File: src/rtl/wkseq_pkg.sv
`timescale 1ns/1ps
package wkseq_pkg;
  typedef enum logic [2:0] {
    ST_IDLE, ST_WAKE, ST_SETTLE, ST_RUN, ST_PREP, ST_COUNT
  } seqState_t;

  // strobes from control to datapath
  typedef struct packed {
    logic cntClr;
    logic cntInc;
  } seqStrobe_t;
endpackage

File: src/rtl/wkseq_datapath.sv
`timescale 1ns/1ps
module wkseq_datapath
  import wkseq_pkg::*;
#(
  parameter int NUM_PERIODS = 5,
  parameter int IDX_W       = 3,
  parameter int PERIOD_W    = 16,
  parameter int PC_W        = 11,
  parameter int DEF_PERIOD  = 100
) (
  input  logic                clk,
  input  logic                rstN,
  input  seqStrobe_t          strobe,
  input  logic                cfgWrEn,
  input  logic [IDX_W-1:0]    cfgWrIdx,
  input  logic [PERIOD_W-1:0] cfgWrData,
  input  logic                selReq,
  input  logic [IDX_W-1:0]    selIdx,
  input  logic                deepSleep,
  input  logic                runReq,
  input  logic [PC_W-1:0]     runEntry,
  input  logic                timerOffReq,
  output logic                countDone,
  output logic                timerEn,
  output logic [PC_W-1:0]     entryPc,
  output logic                cfgErr
);
  logic [PERIOD_W-1:0] periodReg [NUM_PERIODS];
  logic [PERIOD_W-1:0] periodSel;
  logic [PERIOD_W-1:0] cnt;
  logic [IDX_W-1:0]    selReg;

  for (genvar g = 0; g < NUM_PERIODS; g++) begin : gPeriod
    always_ff @(posedge clk or negedge rstN) begin
      if (!rstN)
        periodReg[g] <= PERIOD_W'(DEF_PERIOD);
      else if (cfgWrEn && (int'(cfgWrIdx) == g))
        periodReg[g] <= cfgWrData;
    end
  end

  always_ff @(posedge clk or negedge rstN) begin
    if (!rstN) begin
      selReg  <= '0;
      cfgErr  <= 1'b0;
      timerEn <= 1'b0;
      entryPc <= '0;
      cnt     <= '0;
    end else begin
      if (selReq) begin
        if (deepSleep)
          selReg <= '0;
        else if (int'(selIdx) < NUM_PERIODS)
          selReg <= selIdx;
      end
      cfgErr <= cfgWrEn && (int'(cfgWrIdx) >= NUM_PERIODS);
      if (runReq) begin
        timerEn <= 1'b1;
        entryPc <= runEntry;
      end else if (timerOffReq) begin
        timerEn <= 1'b0;
      end
      if (strobe.cntClr)
        cnt <= '0;
      else if (strobe.cntInc)
        cnt <= cnt + 1'b1;
    end
  end

  always_comb begin
    periodSel = '0;
    for (int k = 0; k < NUM_PERIODS; k++)
      if (int'(selReg) == k) periodSel = periodReg[k];
  end

  assign countDone = (cnt >= periodSel);

  assert_sel_range_R4: assert property (@(posedge clk) disable iff (!rstN)
    int'(selReg) < NUM_PERIODS);
  assert_deep_zero_R5: assert property (@(posedge clk) disable iff (!rstN)
    (selReq && deepSleep) |=> (selReg == '0));
  assert_err_source_R6: assert property (@(posedge clk) disable iff (!rstN)
    cfgErr |-> $past(cfgWrEn));
  assert_cnt_cleared_R9: assert property (@(posedge clk) disable iff (!rstN)
    strobe.cntClr |=> (cnt == '0));
endmodule

File: src/rtl/wkseq_ctrl.sv
`timescale 1ns/1ps
module wkseq_ctrl
  import wkseq_pkg::*;
#(
  parameter int WAKE_CYC   = 2,
  parameter int SETTLE_CYC = 16,
  parameter int PREP_CYC   = 2
) (
  input  logic       clk,
  input  logic       rstN,
  input  logic       runReq,
  input  logic       haltPulse,
  input  logic       timerEn,
  input  logic       countDone,
  output seqStrobe_t strobe,
  output logic       coreStart,
  output logic       busy
);
  localparam int MAX_A = (WAKE_CYC > PREP_CYC) ? WAKE_CYC : PREP_CYC;
  localparam int MAX_C = (SETTLE_CYC > MAX_A) ? SETTLE_CYC : MAX_A;
  localparam int PH_W  = $clog2(MAX_C + 1);

  seqState_t state, stateNxt;
  logic [PH_W-1:0] phase, phaseNxt;

  always_ff @(posedge clk or negedge rstN) begin
    if (!rstN) begin
      state <= ST_IDLE;
      phase <= '0;
    end else begin
      state <= stateNxt;
      phase <= phaseNxt;
    end
  end

  always_comb begin
    stateNxt  = state;
    phaseNxt  = phase;
    strobe    = '0;
    coreStart = 1'b0;
    unique case (state)
      ST_IDLE: if (runReq) begin
        stateNxt = ST_WAKE;
        phaseNxt = '0;
      end
      ST_WAKE: if (phase == PH_W'(WAKE_CYC - 1)) begin
        stateNxt = ST_SETTLE;
        phaseNxt = '0;
      end else phaseNxt = phase + 1'b1;
      ST_SETTLE: if (phase == PH_W'(SETTLE_CYC - 1)) begin
        stateNxt  = ST_RUN;
        coreStart = 1'b1;
      end else phaseNxt = phase + 1'b1;
      ST_RUN: if (haltPulse) begin
        stateNxt = ST_PREP;
        phaseNxt = '0;
      end
      ST_PREP: if (phase == PH_W'(PREP_CYC - 1)) begin
        if (timerEn) begin
          stateNxt      = ST_COUNT;
          strobe.cntClr = 1'b1;
        end else stateNxt = ST_IDLE;
      end else phaseNxt = phase + 1'b1;
      ST_COUNT: if (!timerEn) stateNxt = ST_IDLE;
      else if (countDone) begin
        stateNxt = ST_WAKE;
        phaseNxt = '0;
      end else strobe.cntInc = 1'b1;
      default: stateNxt = ST_IDLE;
    endcase
  end

  assign busy = (state == ST_WAKE) || (state == ST_SETTLE) ||
                (state == ST_RUN)  || (state == ST_PREP);

  assert_single_start_R11: assert property (@(posedge clk) disable iff (!rstN)
    coreStart |=> !coreStart);
  assert_start_to_run_R2: assert property (@(posedge clk) disable iff (!rstN)
    coreStart |=> (state == ST_RUN) && busy);
  assert_off_to_idle_R7: assert property (@(posedge clk) disable iff (!rstN)
    (state == ST_COUNT) && !timerEn |=> (state == ST_IDLE));
  assert_busy_count_R10: assert property (@(posedge clk) disable iff (!rstN)
    (state == ST_COUNT) |-> !busy);
endmodule

File: src/rtl/cop_wake_sequencer.sv
`timescale 1ns/1ps
module cop_wake_sequencer
  import wkseq_pkg::*;
#(
  parameter int NUM_PERIODS = 5,
  parameter int IDX_W       = 3,
  parameter int PERIOD_W    = 16,
  parameter int PC_W        = 11,
  parameter int DEF_PERIOD  = 100,
  parameter int WAKE_CYC    = 2,
  parameter int SETTLE_CYC  = 16,
  parameter int PREP_CYC    = 2
) (
  input  logic                clk,
  input  logic                rstN,
  input  logic                cfgWrEn,
  input  logic [IDX_W-1:0]    cfgWrIdx,
  input  logic [PERIOD_W-1:0] cfgWrData,
  input  logic                runReq,
  input  logic [PC_W-1:0]     runEntry,
  input  logic                haltPulse,
  input  logic                selReq,
  input  logic [IDX_W-1:0]    selIdx,
  input  logic                timerOffReq,
  input  logic                deepSleep,
  output logic                coreStart,
  output logic [PC_W-1:0]     startPc,
  output logic                busy,
  output logic                cfgErr
);
  seqStrobe_t strobe;
  logic countDone;
  logic timerEn;

  wkseq_ctrl #(
    .WAKE_CYC(WAKE_CYC), .SETTLE_CYC(SETTLE_CYC), .PREP_CYC(PREP_CYC)
  ) i_ctrl (
    .clk(clk), .rstN(rstN), .runReq(runReq), .haltPulse(haltPulse),
    .timerEn(timerEn), .countDone(countDone), .strobe(strobe),
    .coreStart(coreStart), .busy(busy)
  );

  wkseq_datapath #(
    .NUM_PERIODS(NUM_PERIODS), .IDX_W(IDX_W), .PERIOD_W(PERIOD_W),
    .PC_W(PC_W), .DEF_PERIOD(DEF_PERIOD)
  ) i_dp (
    .clk(clk), .rstN(rstN), .strobe(strobe), .cfgWrEn(cfgWrEn),
    .cfgWrIdx(cfgWrIdx), .cfgWrData(cfgWrData), .selReq(selReq),
    .selIdx(selIdx), .deepSleep(deepSleep), .runReq(runReq),
    .runEntry(runEntry), .timerOffReq(timerOffReq), .countDone(countDone),
    .timerEn(timerEn), .entryPc(startPc), .cfgErr(cfgErr)
  );
endmodule

File: config.mk
export PLATFORM = sky130hd
export DESIGN_NAME = cop_wake_sequencer
export DESIGN_NICKNAME = d
export VERILOG_FILES = /design/src/rtl/wkseq_pkg.sv /design/src/rtl/wkseq_datapath.sv /design/src/rtl/wkseq_ctrl.sv /design/src/rtl/cop_wake_sequencer.sv
export SDC_FILE = /design/constraint.sdc
export NUM_CORES = 1
export LEC_CHECK = 0
export ABC_AREA = 1
export BUFFER_PORTS_ARGS = -buffer_cell sky130_fd_sc_hd__buf_2
export CORE_MARGIN = 8
export CORE_UTILIZATION = 55
export DETAILED_ROUTE_END_ITERATION = 6
export PLACE_DENSITY = 0.75
export SYNTH_ARGS = -nofsm -noshare
export SYNTH_HDL_FRONTEND = slang
export SYNTH_SLANG_ARGS = --single-unit
File: constraint.sdc
create_clock -name clk -period 3 [get_ports clk]
set_input_delay 0.6 -clock clk [delete_from_list [all_inputs] [get_ports clk]]
set_output_delay 0.6 -clock clk [all_outputs]
set_load 0.005 [all_outputs]
==> impl_metrics.json <==
{
  "grt_usage_pct": 21.8,
  "cts.clk_slew.worst_paths_ps": 60,
  "start_util_pct": 56.2,
  "synth.distinct_cells": 32,
  "cts_root_buffer": "clkbuf_8",
  "die_h_microns": 121,
  "leakagePower_nw": 3.63,
  "clockBufferDepth": 2,
  "multi_input_area_sq_um": 2690,
  "via_per_inst": 5.51,
  "clock_sinks": 120,
  "finalSetupViolCount": 0,
  "start_kind": "register",
  "postSynthCellCount": 766,
  "antenna_left": 0,
  "yosys_register_bits": 120,
  "dp_worst_setup_slack_ps": 20.0,
  "arrival_ps": 3130,
  "worst_pin_slew_ps": 749,
  "synth-edff-count": 0,
  "ys_warn_count": 0,
  "yosys-top-cells-area": "dfrtp_1 43%, nand2_1 15%, o21ai_0 8.1%",
  "routed-via-count": 5431,
  "wl_per_cell_microns": 15.4,
  "reg2reg_slack_ps": 280,
  "place_congestion": 0.907,
  "dieWidth_microns": 121,
  "drt_wl_total_mm": 15.2,
  "dr.pass1.iters": 7,
  "grt_setup_unrepaired": "no",
  "end_kind": "register",
  "drive_gt1_share_pct": 16.2,
  "clock_latency_ps": 530,
  "timing.rr.start": "i_dp.selReg[1]",
  "regArea_sq_um": 3020,
  "drc": 0,
  "synth_area_sq_um": 6090,
  "clock.fmax_mhz": 368,
  "antenna_found_initial": 0,
  "yosysSeqAreaShare_pct": 49.6,
  "nFillCells": 874,
  "netlist.top_cell.by_area": "dfrtp_1",
  "final_nets": 893,
  "synth_top_area_share_pct": 43.1,
  "cap_viol_max_count": 0,
  "grt-ovfl-total": 0,
  "period_minus_slack_ps": 2720,
  "cts_tree": "done",
  "areaGrowthSynthToFinish_pct": 17.9,
  "grt_first_pass_wirelength_mm": 25.6,
  "stdcell_area_sq_um": 7180,
  "finalMaxSlewViolations": 0,
  "post-dp-hpwl_mm": 10.1,
  "grt_pass1_vias": 5422,
  "holdBufCountCts": 0,
  "postPlaceCellArea_sq_um": 6560,
  "setup_slack_ps": 285,
  "r2r-end": "i_dp.cnt[12]",
  "antenna_cells": 0,
  "async_reset_ff_share_pct": 100,
  "required_ps": 3420,
  "fin_tns_setup_ps": 0,
  "yosysMostFrequentCell": "nand2_1",
  "ir_worst_vdd_uv": 618,
  "die-area_sq_um": 14700,
  "clock_skew_ps": 7.03,
  "critPathMaxFanout": 12,
  "synth.avg_cell_area_sq_um": 7.96,
  "h-tree-depth": 4,
  "status": "completed",
  "slew_headroom_pct": 50.1,
  "drt_iter0_drc": 427,
  "power.density_nw_per_um2": 725,
  "finalCritPeriodShare_pct": 90.5,
  "r2r_cells": 18,
  "placeableCoreArea_sq_um": 10800,
  "grt_max_degree": 58,
  "syn_nets": 827,
  "min_path_type": "in2async",
  "boundaryPins": 55,
  "placement_rows": 38,
  "crit_type": "reg2reg",
  "yosys-top-cells-count": "249 x nand2_1, 105 x dfrtp_1, 99 x o21ai_0, 70 x inv_1, 62 x nand3_1",
  "synthFlopType": "dfrtp_1",
  "numCtsBuffers": 17,
  "portBuffers": 54,
  "hold_viol": 0,
  "whs_ps": 150
}
[worst max-delay path: stages, from the launching register on]
cell and delay (ps):
dfrtp_1 400, inv_1 110, nor2_1 70, nand2_1 110
clkinvlp_4 100, buf_4 190, nand2_1 70, o2111ai_1 100
a21oi_1 150, ha_1 270, nand2_1 70, inv_1 30
o21ai_1 180, nand3b_4 90, nor2_2 170, nand3_4 150
buf_4 190, nand3_1 90, nand2_1 60
[cells in the final DEF, fill, tap and decap left out, types with 2 or more instances in the layout]
| cell type | netlist | final |
|---|---|---|
| nand2_1 | 249 | 249 |
| dfrtp_1 | 105 | 105 |
| o21ai_0 | 99 | 99 |
| inv_1 | 70 | 69 |
| nand3_1 | 62 | 61 |
| buf_2 | 6 | 53 |
| nor2_1 | 42 | 42 |
| a21oi_1 | 21 | 21 |
| buf_4 | 1 | 21 |
| ha_1 | 20 | 20 |
| clkbuf_16 | 0 | 16 |
| dfstp_2 | 15 | 15 |
| xor2_1 | 9 | 9 |
| o22ai_1 | 8 | 8 |
| inv_6 | 0 | 7 |
| o2111ai_1 | 6 | 6 |
| nand4_1 | 5 | 5 |
| nor2_2 | 3 | 3 |
| clkinvlp_4 | 0 | 3 |
| nor3_1 | 3 | 3 |
| o21ai_1 | 3 | 3 |
| clkinv_1 | 2 | 2 |
| nand3_2 | 2 | 2 |
| nand3b_4 | 2 | 2 |
| nor3_2 | 2 | 2 |
| xnor2_1 | 2 | 2 |
| nor3b_1 | 2 | 2 |
| clkinv_2 | 0 | 2 |
| bufinv_16 | 0 | 2 |
| clkinv_4 | 0 | 2 |
[per-stage QoR]
stage / instances / utilization, % / power, mW
after CTS: 981 / 65.8 / 5.22
after floorplan: 766 / - / 2.85
final: 985 / 66.3 / 5.21
after global routing: 985 / 66.3 / 5.50
after global placement: 949 / 60.5 / 3.14
after detailed placement: 949 / 60.5 / 3.21
[sequential cells by signal, indices dropped and copies added, names as in the netlist]
name,count
i_dp.cfgErr,1
i_dp.selReg,3
i_dp.timerEn,1
i_dp.cnt,16
i_dp.entryPc,11
i_dp.periodReg,80
i_ctrl.phase,5
i_ctrl.state,3
[kinds of logic (layout without fill, tap and decap cells)]
kind of cell,count (synthesis),count (layout),share of synthesized area (%)
simple gates,375,375,26.2
flops,120,120,49.6
fa+ha+maj,20,20,4.11
compound gates,139,139,12.0
buf+inv,101,180,6.53
xor+xnor,11,11,1.58
[where the power goes]
group	switching [mW]	internal (mW)
Sequential	0.209	1.92
Combinational	0.668	0.413
Clock	0.802	1.20
[area by class of cell]
type | count | share of cell area [%]
Tap cell | 140 | 2.44
Multi-Input combinational cell | 545 | 37.4
Clock buffer | 17 | 5.77
Timing Repair Buffer | 75 | 6.17
Sequential cell | 120 | 42.1
Inverter | 73 | 3.87
Clock inverter | 15 | 2.28
[worst max path at each step]
stage                                  to  depth (start not counted)      startpoint  slack (ps)
after CTS                 i_ctrl.state[1]                         18  i_dp.selReg[1]           4
after global routing         i_dp.cnt[12]                         20  i_dp.selReg[1]          40
after detailed placement  i_ctrl.state[1]                         17  i_dp.selReg[2]          20
final                        i_dp.cnt[12]                         18  i_dp.selReg[1]         280
after global placement    i_ctrl.state[0]                         17  i_dp.selReg[2]         160
after floorplan               i_dp.cnt[0]                         15  i_dp.selReg[0]         560
[routing by layer]
layer	up-vias	part of all wire [%]	GRT usage, %
met2	215	47	34.6
met3	29	7.1	6.38
li1	2626	-	-
met4	0	2.3	9.25
met5	-	0	0
met1	2561	44	27.2
[timing repair]
| action | in CTS | in global routing |
|---|---|---|
| endpoints found under the setup margin | 0 | 24 |
| hold endpoints to repair | 0 | 0 |
| setup buffers | 0 | 4 |
| gates resized for setup | 0 | 3 |
(Power assumes the default switching activity.)
